===== src/rtl/jtag_tap_pkg.sv =====
package jtag_tap_pkg;

  localparam int IR_W = 4;

  localparam logic [IR_W-1:0] OP_IDCODE  = 4'b0010;
  localparam logic [IR_W-1:0] OP_BYPASS  = 4'b1111;
  localparam logic [IR_W-1:0] OP_RUNBIST = 4'b0111;
  localparam logic [IR_W-1:0] IR_CAPTURE = 4'b0001;

  typedef enum logic [3:0] {
    ST_RESET, ST_IDLE,
    ST_SEL_DR, ST_CAP_DR, ST_SH_DR, ST_EX1_DR, ST_PAU_DR, ST_EX2_DR, ST_UPD_DR,
    ST_SEL_IR, ST_CAP_IR, ST_SH_IR, ST_EX1_IR, ST_PAU_IR, ST_EX2_IR, ST_UPD_IR
  } tap_state_e;

  typedef enum logic [1:0] {
    PATH_BYPASS, PATH_IDENT, PATH_SELFTEST
  } dr_path_e;

endpackage


===== src/rtl/tap_fsm.sv =====
module tap_fsm
  import jtag_tap_pkg::*;
(
  input  logic       clk,
  input  logic       rst_n,
  input  logic       tms,
  output tap_state_e state
);

  tap_state_e state_nxt;

  always_comb begin
    case (state)
      ST_RESET:  state_nxt = tms ? ST_RESET  : ST_IDLE;
      ST_IDLE:   state_nxt = tms ? ST_SEL_DR : ST_IDLE;
      ST_SEL_DR: state_nxt = tms ? ST_SEL_IR : ST_CAP_DR;
      ST_CAP_DR: state_nxt = tms ? ST_EX1_DR : ST_SH_DR;
      ST_SH_DR:  state_nxt = tms ? ST_EX1_DR : ST_SH_DR;
      ST_EX1_DR: state_nxt = tms ? ST_UPD_DR : ST_PAU_DR;
      ST_PAU_DR: state_nxt = tms ? ST_EX2_DR : ST_PAU_DR;
      ST_EX2_DR: state_nxt = tms ? ST_UPD_DR : ST_SH_DR;
      ST_UPD_DR: state_nxt = tms ? ST_SEL_DR : ST_IDLE;
      ST_SEL_IR: state_nxt = tms ? ST_RESET  : ST_CAP_IR;
      ST_CAP_IR: state_nxt = tms ? ST_EX1_IR : ST_SH_IR;
      ST_SH_IR:  state_nxt = tms ? ST_EX1_IR : ST_SH_IR;
      ST_EX1_IR: state_nxt = tms ? ST_UPD_IR : ST_PAU_IR;
      ST_PAU_IR: state_nxt = tms ? ST_EX2_IR : ST_PAU_IR;
      ST_EX2_IR: state_nxt = tms ? ST_UPD_IR : ST_SH_IR;
      ST_UPD_IR: state_nxt = tms ? ST_SEL_DR : ST_IDLE;
      default:   state_nxt = ST_RESET;
    endcase
  end

  always_ff @(posedge clk or negedge rst_n) begin
    if (!rst_n) state <= ST_RESET;
    else        state <= state_nxt;
  end

  // Checker state: run length of consecutive high tms samples, saturating at 5.
  logic [2:0] ones_run;
  always_ff @(posedge clk or negedge rst_n) begin
    if (!rst_n)      ones_run <= 3'd0;
    else if (!tms)   ones_run <= 3'd0;
    else if (ones_run != 3'd5) ones_run <= ones_run + 3'd1;
  end

  assert_five_ones_reset_R2: assert property (@(posedge clk) disable iff (!rst_n)
    (ones_run == 3'd5) |-> (state == ST_RESET));

endmodule


===== src/rtl/tap_ir.sv =====
module tap_ir
  import jtag_tap_pkg::*;
(
  input  logic       clk,
  input  logic       rst_n,
  input  tap_state_e state,
  input  logic       tdi,
  output logic       ir_bit,
  output dr_path_e   path,
  output logic       arm_selftest
);

  logic [IR_W-1:0] ir_sh, ir_sh_nxt;
  logic [IR_W-1:0] ir_q, ir_q_nxt;

  always_comb begin
    ir_sh_nxt = ir_sh;
    if (state == ST_CAP_IR)     ir_sh_nxt = IR_CAPTURE;
    else if (state == ST_SH_IR) ir_sh_nxt = {tdi, ir_sh[IR_W-1:1]};
  end

  always_comb begin
    ir_q_nxt = ir_q;
    if (state == ST_RESET)       ir_q_nxt = OP_IDCODE;
    else if (state == ST_UPD_IR) ir_q_nxt = ir_sh;
  end

  always_ff @(posedge clk or negedge rst_n) begin
    if (!rst_n) begin
      ir_sh <= IR_CAPTURE;
      ir_q  <= OP_IDCODE;
    end else begin
      ir_sh <= ir_sh_nxt;
      ir_q  <= ir_q_nxt;
    end
  end

  always_comb begin
    case (ir_q)
      OP_IDCODE:  path = PATH_IDENT;
      OP_RUNBIST: path = PATH_SELFTEST;
      default:    path = PATH_BYPASS;
    endcase
  end

  assign ir_bit       = ir_sh[0];
  assign arm_selftest = (state == ST_UPD_IR) && (ir_sh == OP_RUNBIST);

  assert_ir_capture_R3: assert property (@(posedge clk) disable iff (!rst_n)
    (state == ST_CAP_IR) |=> (ir_sh == IR_CAPTURE));

  assert_ir_hold_R3: assert property (@(posedge clk) disable iff (!rst_n)
    (state != ST_UPD_IR && state != ST_RESET) |=> $stable(ir_q));

endmodule


===== src/rtl/tap_dr.sv =====
module tap_dr
  import jtag_tap_pkg::*;
#(
  parameter int              ID_W     = 32,
  parameter logic [ID_W-1:0] ID_VALUE = 32'h2B7D_4093
) (
  input  logic       clk,
  input  logic       rst_n,
  input  tap_state_e state,
  input  dr_path_e   path,
  input  logic       tdi,
  output logic       id_bit,
  output logic       byp_bit
);

  logic [ID_W-1:0] id_sh, id_sh_nxt;
  logic            byp_q, byp_nxt;
  logic            id_sel, byp_sel;

  assign id_sel  = (path == PATH_IDENT);
  assign byp_sel = (path == PATH_BYPASS);

  always_comb begin
    id_sh_nxt = id_sh;
    if (id_sel && state == ST_CAP_DR)     id_sh_nxt = ID_VALUE;
    else if (id_sel && state == ST_SH_DR) id_sh_nxt = {tdi, id_sh[ID_W-1:1]};
  end

  always_comb begin
    byp_nxt = byp_q;
    if (byp_sel && state == ST_CAP_DR)     byp_nxt = 1'b0;
    else if (byp_sel && state == ST_SH_DR) byp_nxt = tdi;
  end

  always_ff @(posedge clk or negedge rst_n) begin
    if (!rst_n) begin
      id_sh <= ID_VALUE;
      byp_q <= 1'b0;
    end else begin
      id_sh <= id_sh_nxt;
      byp_q <= byp_nxt;
    end
  end

  assign id_bit  = id_sh[0];
  assign byp_bit = byp_q;

  assert_id_capture_R5: assert property (@(posedge clk) disable iff (!rst_n)
    (id_sel && state == ST_CAP_DR) |=> (id_sh == ID_VALUE));

  assert_bypass_capture_R6: assert property (@(posedge clk) disable iff (!rst_n)
    (byp_sel && state == ST_CAP_DR) |=> (byp_q == 1'b0));

endmodule


===== src/rtl/tap_selftest.sv =====
module tap_selftest
  import jtag_tap_pkg::*;
#(
  parameter int SYNC_STAGES = 2
) (
  input  logic       clk,
  input  logic       rst_n,
  input  tap_state_e state,
  input  logic       arm,
  input  logic       selected,
  input  logic       tdi,
  input  logic       done_async,
  input  logic       fail_async,
  output logic       result_bit,
  output logic       start
);

  logic [SYNC_STAGES:0]   done_sh;
  logic [SYNC_STAGES-1:0] fail_sh;
  logic armed, armed_nxt;
  logic running, running_nxt;
  logic result, result_nxt;
  logic start_nxt;
  logic done_edge, fail_s, fire;

  assign done_edge = done_sh[SYNC_STAGES-1] & ~done_sh[SYNC_STAGES];
  assign fail_s    = fail_sh[SYNC_STAGES-1];
  assign fire      = armed && (state == ST_IDLE);

  always_comb begin
    armed_nxt = armed;
    if (state == ST_RESET) armed_nxt = 1'b0;
    else if (arm)          armed_nxt = 1'b1;
    else if (fire)         armed_nxt = 1'b0;
  end

  always_comb begin
    running_nxt = running;
    if (fire)           running_nxt = 1'b1;
    else if (done_edge) running_nxt = 1'b0;
  end

  always_comb begin
    result_nxt = result;
    if (arm)                             result_nxt = 1'b1;
    else if (running && done_edge)       result_nxt = fail_s;
    else if (selected && state == ST_SH_DR) result_nxt = tdi;
  end

  assign start_nxt = fire;

  always_ff @(posedge clk or negedge rst_n) begin
    if (!rst_n) begin
      done_sh <= '0;
      fail_sh <= '0;
      armed   <= 1'b0;
      running <= 1'b0;
      result  <= 1'b1;
      start   <= 1'b0;
    end else begin
      done_sh <= {done_sh[SYNC_STAGES-1:0], done_async};
      fail_sh <= {fail_sh[SYNC_STAGES-2:0], fail_async};
      armed   <= armed_nxt;
      running <= running_nxt;
      result  <= result_nxt;
      start   <= start_nxt;
    end
  end

  assign result_bit = result;

  assert_start_single_R8: assert property (@(posedge clk) disable iff (!rst_n)
    start |=> !start);

  assert_result_preload_R7: assert property (@(posedge clk) disable iff (!rst_n)
    arm |=> result);

endmodule


===== src/rtl/jtag_selftest_tap.sv =====
module jtag_selftest_tap
  import jtag_tap_pkg::*;
#(
  parameter int              ID_W        = 32,
  parameter logic [ID_W-1:0] ID_VALUE    = 32'h2B7D_4093,
  parameter int              SYNC_STAGES = 2
) (
  input  logic tck,
  input  logic trst_n,
  input  logic tms,
  input  logic tdi,
  output logic tdo,
  output logic tdo_en,
  output logic bist_start,
  input  logic bist_done,
  input  logic bist_fail
);

  logic [1:0] rst_pipe;
  logic       rst_n;

  always_ff @(posedge tck or negedge trst_n) begin
    if (!trst_n) rst_pipe <= 2'b00;
    else         rst_pipe <= {rst_pipe[0], 1'b1};
  end
  assign rst_n = rst_pipe[1];

  tap_state_e state;
  dr_path_e   path;
  logic ir_bit, id_bit, byp_bit, st_bit, arm;

  tap_fsm u_fsm (.clk(tck), .rst_n(rst_n), .tms(tms), .state(state));

  tap_ir u_ir (
    .clk(tck), .rst_n(rst_n), .state(state), .tdi(tdi),
    .ir_bit(ir_bit), .path(path), .arm_selftest(arm)
  );

  tap_dr #(.ID_W(ID_W), .ID_VALUE(ID_VALUE)) u_dr (
    .clk(tck), .rst_n(rst_n), .state(state), .path(path), .tdi(tdi),
    .id_bit(id_bit), .byp_bit(byp_bit)
  );

  tap_selftest #(.SYNC_STAGES(SYNC_STAGES)) u_st (
    .clk(tck), .rst_n(rst_n), .state(state), .arm(arm),
    .selected(path == PATH_SELFTEST), .tdi(tdi),
    .done_async(bist_done), .fail_async(bist_fail),
    .result_bit(st_bit), .start(bist_start)
  );

  logic out_mux, out_en;
  always_comb begin
    out_en = (state == ST_SH_DR) || (state == ST_SH_IR);
    if (state == ST_SH_IR)            out_mux = ir_bit;
    else if (path == PATH_IDENT)      out_mux = id_bit;
    else if (path == PATH_SELFTEST)   out_mux = st_bit;
    else                              out_mux = byp_bit;
  end

  logic tdo_q, tdo_en_q;
  always_ff @(negedge tck or negedge rst_n) begin
    if (!rst_n) begin
      tdo_q    <= 1'b1;
      tdo_en_q <= 1'b0;
    end else begin
      tdo_q    <= out_mux;
      tdo_en_q <= out_en;
    end
  end

  assign tdo    = tdo_en_q ? tdo_q : 1'b1;
  assign tdo_en = tdo_en_q;

  assert_tdo_window_R10: assert property (@(posedge tck) disable iff (!rst_n)
    tdo_en |-> (state == ST_SH_DR || state == ST_SH_IR ||
                state == ST_EX1_DR || state == ST_EX1_IR));

endmodule


===== config.mk =====
export PLATFORM = sky130hd
export DESIGN_NAME = jtag_selftest_tap
export DESIGN_NICKNAME = d
export VERILOG_FILES = /design/src/rtl/jtag_tap_pkg.sv /design/src/rtl/tap_fsm.sv /design/src/rtl/tap_ir.sv /design/src/rtl/tap_dr.sv /design/src/rtl/tap_selftest.sv /design/src/rtl/jtag_selftest_tap.sv
export SDC_FILE = /design/constraint.sdc
export NUM_CORES = 1
export LEC_CHECK = 0
export ABC_CLOCK_PERIOD_IN_PS = 4450
export BUFFER_PORTS_ARGS = -buffer_cell sky130_fd_sc_hd__buf_2
export CAP_MARGIN = 0
export CORE_MARGIN = 4
export CORE_UTILIZATION = 35
export DETAILED_ROUTE_END_ITERATION = 8
export GPL_ROUTABILITY_DRIVEN = 0
export PLACE_DENSITY = 0.55
export SLEW_MARGIN = 20
export SYNTH_ARGS = -nofsm -noshare
export SYNTH_HDL_FRONTEND = slang
export SYNTH_SLANG_ARGS = --single-unit

===== constraint.sdc =====
create_clock -name tck -period 4.45 [get_ports tck]
set_clock_uncertainty 0.1 [all_clocks]
set_input_delay 0.6675 -clock tck [delete_from_list [all_inputs] [get_ports tck]]
set_output_delay 0.6675 -clock tck [all_outputs]
set_load 0.02 [all_outputs]

; ---- Word level (Yosys, flattened, before mapping)
; Index checks and enable logic that the tools add are counted.
[word_totals]
output_inout_bits = 3
regBits = 58
[op_classes]
bitwise = 2
n_reduce_logical = 21
muxes = 34
eq_ne = 20
[ops]
columns = operator, n
row1 = two-way mux 32 bit, 2
row2 = case mux 4 bit (12 select lines), 1
row3 = "== test 4 bit, second input constant", 8
row4 = two-way mux 4 bit, 8
row5 = "== test 4 x 3 -> 1 bit, second input constant", 6
row6 = two-way mux 1 bit, 17
row7 = "== test 4 x 2 -> 1 bit, second input constant", 3
row8 = nonzero test 2 bit, 5
row9 = logical AND 1 bit, 8
row10 = two-way mux 2 bit, 3
row11 = two-way mux 3 bit, 2
row12 = nonzero test 3 bit, 2
row13 = "== test 4 x 1 -> 1 bit, second input constant", 1
row14 = logical NOT 4 bit, 1
row15 = case mux 2 bit (2 select lines), 1
row16 = OR reduction 2 bit, 2
row17 = OR reduction 3 bit, 1
row18 = "== test 2 x 1 -> 1 bit, second input constant", 1
row19 = "== test 2 bit, second input constant", 1
row20 = logical NOT 2 bit, 1
row21 = AND 1 bit, 1
row22 = logical OR 1 bit, 1
row23 = inverter 1 bit, 1

; ---- Longest topological paths before layout
; Gate-level depths: netlist (run 1).
[depth]
word_depth = 7
mapped_depth = 7
ltp_nobuf = 4

; ---- Cells and area by module
; A second synthesis (run 1) with hierarchy kept.
[hier_totals]
cells_unflattened = 202
hier_area_um2 = 2516.2
[by_module_without_submodules]
columns = module, area_per_inst_um2, n_inst, cells_each, seq_area_each_um2
row1 = tap_dr, 1266.2, 1, 82, 844.6
row2 = tap_ir, 404.1, 1, 42, 202.7
row3 = tap_selftest, 345.3, 1, 23, 226.5
row4 = tap_fsm, 315.3, 1, 40, 100.1
row5 = jtag_selftest_tap, 185.2, 1, 15, 101.3

==> results of run 1 <==
cells in the final DEF (no fill, tap or decap), types with 2 or more instances in the layout:
cell type       n
a21oi_1         9
o21ai_1        32
inv_1           6
buf_2           8
a21o_1          2
nor2b_1         6
clkbuf_8       10
buf_4           5
dfrtp_1        37
and3_1          4
clkbuf_1        3
o21a_1          2
o22ai_1         5
clkinv_2        2
a211oi_1        2
o21ai_0         9
dlygate4sd3_1   3
nor2_1         25
o211ai_1        2
nand2b_1        5
dfstp_2        19
nand3_1         4
nor3_1          3
nand2_1        64
cell type report:
cell class / instances / area share, %
Sequential cell: 58 / 51.3
Multi-Input combinational cell: 192 / 34.2
Clock buffer: 13 / 5.18
Tap cell: 96 / 4.18
Timing Repair Buffer: 16 / 3.74
Clock inverter: 4 / 0.739
Inverter: 5 / 0.652
registers in the layout (all words and copies together), names as in the netlist, 2 cells and up:
| signal | cells |
|---|---|
| u_dr.id_sh | 32 |
| u_st.done_sh | 3 |
| u_ir.ir_sh | 4 |
| u_st.fail_sh | 2 |
| rst_pipe | 2 |
| u_ir.ir_q | 4 |
| u_fsm.state | 4 |
metal layers:
layer | global-route usage (%) | wire length, um
met5 | 0 | 0
met4 | 5.78 | 72
met3 | 4.10 | 144
met2 | 19.2 | 2160
met1 | 16.3 | 2340
per-stage QoR:
stage | util [%] | worst slack [ps] | area [um2]
after CTS | 41.4 | 341 | 2880
after global placement | 38.6 | 731 | 2680
after global routing | 41.4 | 301 | 2880
after floorplan | - | 527 | 2560
after detailed placement | 38.6 | 697 | 2680
final | 41.4 | 360 | 2880
report_power, final:
group	internal [W]	switching (W)
clock	0.000217	0.000203
combinational	0.000229	0.000394
sequential	0.000723	0.000119
worst reg2reg max path: cells and delay by family, from the launching register on:
family,cells,cell delay (ps)
AOI/OAI and AO/OA,3,490
DFF,1,540
and+or+nand+nor,1,320
timing repair:
item,in CTS,in global routing
setup buffers,0,0
hold buffers,3,0
endpoints found under the hold margin,3,0
how the worst max path moves through the flow:
stage	cells past startpoint	to	startpoint	slack [ps]
after global routing	2	tdo	tdo_q$_DFF_NN1_	300
after detailed placement	4	tdo_q$_DFF_NN1_	u_ir.ir_q[1]$_DFFE_PN1P_	700
after global placement	2	tdo	tdo_q$_DFF_NN1_	730
after CTS	2	tdo	tdo_q$_DFF_NN1_	340
final	2	tdo	tdo_q$_DFF_NN1_	360
after floorplan	0	tdo_en$_DFF_NN0_	rst_pipe[1]$_DFF_PN0_	530
cells by family (layout without fill, tap and decap cells):
kind of cell	after synthesis	after routing	share of synthesized area, %
AOI/OAI and AO/OA	70	70	16.0
xor gates and xnor gates	1	1	0.342
muxes	1	1	0.391
buffers and inverters	25	38	4.49
DFF	58	58	57.6
other	1	1	0.146
and+or+nand+nor	119	119	21.0
==> metrics.md, run 1 <==
| Metric | Value |
|---|---|
| Post-Syn Area | `between 2000 and 3000 um2` |
| Tot Pwr | `roughly 0.0019 W` |
| CP max stage cell | `dfstp_2` |
| Seq cells post-synth | `58` |
| Kind of critical path | `reg -> out` |
| Iter 0 DRT Violations | `76` |
| RSZ-0062 raised after global routing | `no` |
| CTS Buf Count | `9` |
| Yosys top cell area share | `37.1%` |
| Post-Place Cells | `365` |
| Fill cells | `between 600 and 700` |
| Area Growth Syn to Fin | `12.3%` |
| Mapped Nets | `~280` |
| Setup TNS | `0 ps` |
| Max-slew violation count | `0` |
| Layout cells sized above 1 | `18.4%` |
| Critical hold path startpoint | `u_st.fail_sh[0]$_DFF_PN0_` |
| Synth async-reset ratio | `100%` |
| Initial antenna violation count | `0` |
| WHS | `~250 ps` |
| Crit Reg-Reg Endpoint | `tdo_q$_DFF_NN1_` |
| Mapped Cells | `275` |
| Die Y | `93.6 um` |
| FP Rows | `30` |
| WHS Path Cells | `0` |
| Vias in the first global route | `between 1500 and 2000` |
| Ports | `9` |
| WL final | `about 4700 um` |
| Post-synth top cells | `64 x nand2_1, 38 x dfrtp_1, 32 x o21ai_1` |
| Worst-margin pin slew | `a little under 700 ps` |
| Final std cells w/o fill | `384` |
| Global-route usage over all layers | `about an eighth` |
| LEAKAGE | `roughly 1.2 nW` |
| Status | `finished, final reports clean` |
| R2R depth | `4` |
| CP endpoint kind | `output pin` |
| IO buf count | `8` |
| Die area | `around 9000 um2` |
| EDFF count, synth | `0` |
| RR Startpoint | `u_ir.ir_q[1]$_DFFE_PN1P_` |
| Startpoint Class | `register` |
| Main flop type after synthesis | `dfrtp_1` |
| Max-Cap Viols | `0` |
| Top cells by area, synth | `dfrtp_1 37%, dfstp_2 19%, nand2_1 9.4%, o21ai_1 6.3%, nor2_1 3.7%` |
| Top delay family on crit path | `flip-flops` |
| Count leader, synth | `nand2_1` |
| First-pass GRT wire length | `~8600 um` |
| Final Hold Fails | `0` |
| H-tree levels | `3` |
| Worst skew pair latency | `about 330 ps` |
| Initial Utilization | `a little under two fifths` |
| Pin count of the biggest net entering global routing | `65` |
| Max Root-Sink Buffers | `2` |
| Register Area | `around 1500 um2` |
| Antenna-violating nets left | `0` |
| Data arrival, critical path | `about 3300 ps` |
| Slew Limit Headroom | `between 50% and 60%` |
| Yosys warns | `0` |
| Hold Crit Class | `reg -> reg` |
| Seq/Total Area, Yosys | `a little under three fifths` |
| Worst-path cell chain | `nand2b_1 -> buf_2` |
| Placeable Area | `around 6900 um2` |
| CTS resizes | `0` |
| Worst R2R Setup Slack | `~700 ps` |
| Final HPWL DP | `around 3000 um` |
| Vias | `roughly 1800` |
| PwrDens | `around 660 nW/um2` |
| CTS tree | `yes` |
| Crit path buf inv count | `1` |
| CP required | `about 3700 ps` |
| Drt drc | `0` |
| Crit path largest cell delay | `about 500 ps` |
| Dominant cell type by area after synthesis | `dfrtp_1` |
| DRT Pass-1 Iters | `4` |
| CTS sink count | `between 50 and 60` |
| Clock Tree Root | `clkbuf_8` |
| Average wire per standard cell | `between 10 and 15 um` |
| Die width | `approximately 94 um` |
| Diode count | `0` |
| Crit Path Max Fanout | `1` |
| Fin nets | `about 290` |
| Setup-failing EPs final | `0` |
| Clock transition at path regs | `60 ps` |
| Area of the multi-input gates | `approximately 980 um2` |
| Hold path endpoint | `u_st.fail_sh[1]$_DFF_PN0_` |
| Syn avg cell area | `9.32 um2` |
| Vias per cell | `4.75` |
| Total global routing overflow | `0` |
| VDD IR-drop max | `~0.28 mV` |
| Yosys cell types | `42` |
(Power assumes the default switching activity.)
==> run 2: changes to the inputs <==
Settings changed: CORE_ASPECT_RATIO set to 1.25.
==> run 2 against run 1 <==
First-iteration DRC count up 46%. Setup slack worse by 1.8 ps. Register-to-register slack better by 60 ps. Die area about the same. Total power up 3.2%. Worst hold slack about the same. Count of clock-buffer cells in the layout unchanged. Via count up 0.16%. Sequential cell count unchanged. Sequential share of layout area about the same. Critical path depth unchanged. Cell area about the same. Critical endpoint unchanged. Largest power group unchanged.
==> metrics.md, run 2 (synthesis results as in run 1) <==
| Metric | Value |
|---|---|
| Status | `finished, final reports clean` |
| Vias | `around 1800` |
| VDD IR-drop max | `approximately 0.27 mV` |
| RSZ-0062 raised after global routing | `no` |
| Setup bufs post-CTS | `0` |
| Worst R2R Setup Slack | `roughly 780 ps` |
| Antenna-violating nets left | `0` |
| DP Area | `2660 um2` |
| Final HPWL DP | `a little over 3000 um` |
| CTS tree | `yes` |
| Initial antenna violation count | `0` |
| Vias per cell | `about 4.9` |
| Die Y | `roughly 100 um` |
| DRT Pass-1 Iters | `5` |
| Max-slew violation count | `0` |
| Hold path endpoint | `rst_pipe[1]$_DFF_PN0_` |
| IO buf count | `8` |
| Crit Reg-Reg Endpoint | `tdo_q$_DFF_NN1_` |
| Clock Tree Root | `clkbuf_8` |
| CP required | `about 3700 ps` |
| WHS Path Cells | `0` |
| Max-Cap Viols | `0` |
| Hold Crit Class | `reg -> reg` |
| Final Hold Fails | `0` |
| Most frequent cells in the layout | `64 x nand2_1, 37 x dfrtp_1, 32 x o21ai_1` |
| Worst-margin pin slew | `between 700 and 800 ps` |
| PwrDens | `slightly below 700 nW/um2` |
| Reg with most FFs | `u_dr.id_sh` |
| Average wire per standard cell | `approximately 13 um` |
| CTS resizes | `0` |
| Fill cells | `737` |
| Design Area, Final | `between 2000 and 3000 um2` |
| H-tree levels | `3` |
| Critical hold path startpoint | `rst_pipe[0]$_DFF_PN0_` |
| CTS Buf Count | `9` |
| Vias in the first global route | `1718` |
| Area Growth Syn to Fin | `12.2%` |
| Slew Limit Headroom | `46.6%` |
| Fin nets | `between 200 and 300` |
| LEAKAGE | `around 1.2 nW` |
| Total global routing overflow | `0` |
| Setup-failing EPs final | `0` |
| Die area | `~9000 um2` |
| Pin count of the biggest net entering global routing | `54` |
| Global-route usage over all layers | `roughly an eighth` |
| Crit Path Max Fanout | `1` |
| Final std cells w/o fill | `around 380` |
| Ports | `9` |
| Setup TNS | `0 ps` |
| Max Root-Sink Buffers | `2` |
| Largest register FFs | `32` |
| Worst skew pair latency | `roughly 320 ps` |
| FP Rows | `34` |
| Post-Place Cells | `357` |
| CTS sink count | `58` |
| Placeable Area | `slightly above 7000 um2` |
| Clock transition at path regs | `about 60 ps` |
| Die width | `roughly 85 um` |
| First-pass GRT wire length | `between 8000 and 9000 um` |
| Initial Utilization | `a little over a third` |
| Drt drc | `0` |
| Startpoint Class | `register` |
| Diode count | `0` |
| Iter 0 DRT Violations | `approximately 110` |
| Kind of critical path | `reg -> out` |
| Layout cells sized above 1 | `approximately 18%` |
| RR Startpoint | `u_ir.ir_q[1]$_DFFE_PN1P_` |
| Data arrival, critical path | `between 3000 and 4000 ps` |
| Commonest non-fill, non-tap cell in the layout | `nand2_1` |
| CP endpoint kind | `output pin` |
| R2R depth | `4` |
| WL final | `about 4800 um` |
run 2: cell count changes in the layout (fill, tap and decap cells not counted):
| cell | delta |
|---|---|
| buf_4 | -2 |
| bufinv_16 | +1 |
| clkbuf_1 | -1 |
| clkbuf_8 | +1 |
| clkinv_1 | +1 |
| clkinv_2 | -1 |
| clkinvlp_4 | -1 |
| dlygate4sd3_1 | -1 |
run 2: final cells by class:
class | instances | area (um2) | area share [%]
Timing Repair Buffer | 13 | 82.6 | 2.87
Clock buffer | 13 | 159 | 5.53
Tap cell | 90 | 113 | 3.92
Multi-Input combinational cell | 192 | 983 | 34.2
Sequential cell | 58 | 1480 | 51.3
Clock inverter | 4 | 42.5 | 1.48
Inverter | 5 | 18.8 | 0.653
run 2: worst max-delay path by stage:
stage	slack [ps]	end	start	cells after the start
global route	300	tdo	tdo_q$_DFF_NN1_	2
detailed placement	740	tdo	tdo_q$_DFF_NN1_	2
global placement	730	tdo	tdo_q$_DFF_NN1_	2
finish	360	tdo	tdo_q$_DFF_NN1_	2
floorplan	530	tdo_en$_DFF_NN0_	rst_pipe[1]$_DFF_PN0_	0
CTS	340	tdo	tdo_q$_DFF_NN1_	2
run 2: stage by stage:
| stage | utilization (%) | setup WS [ps] | total power (W) | hold WS (ps) |
|---|---|---|---|---|
| 2_1_floorplan | - | 527 | 0.00136 | 231 |
| 3_3_place_gp | 37.6 | 731 | 0.00146 | -29.0 |
| 3_5_place_dp | 37.6 | 736 | 0.00148 | -25.6 |
| 4_1_cts | 40.6 | 340 | 0.00197 | 0.305 |
| 5_1_grt | 40.7 | 299 | 0.00212 | 255 |
| 6_report | 40.7 | 359 | 0.00194 | 248 |
run 2: where the power goes:
| part | total (W) | leakage (nW) | switching [W] | internal (W) |
|---|---|---|---|---|
| Combinational | 0.000590 | 0.401 | 0.000370 | 0.000220 |
| Clock | 0.000484 | 0.106 | 0.000196 | 0.000288 |
| Sequential | 0.000871 | 0.705 | 0.000148 | 0.000723 |
run 2: worst max-delay path: stages (launching register included):
cell and delay, ps:
dfstp_2 500, nand2b_1 80, buf_2 150
run 2: what timing repair did:
action	CTS	global route
hold buffers	1	1
endpoints found under the hold margin	1	2
endpoints found under the setup margin	0	0
run 2: routing by layer:
| layer | routed length, um | GRT usage (%) |
|---|---|---|
| met3 | 174 | 4.37 |
| met1 | 2260 | 16.0 |
| met4 | 155 | 7.24 |
| met5 | 0 | 0 |
| met2 | 2190 | 16.5 |
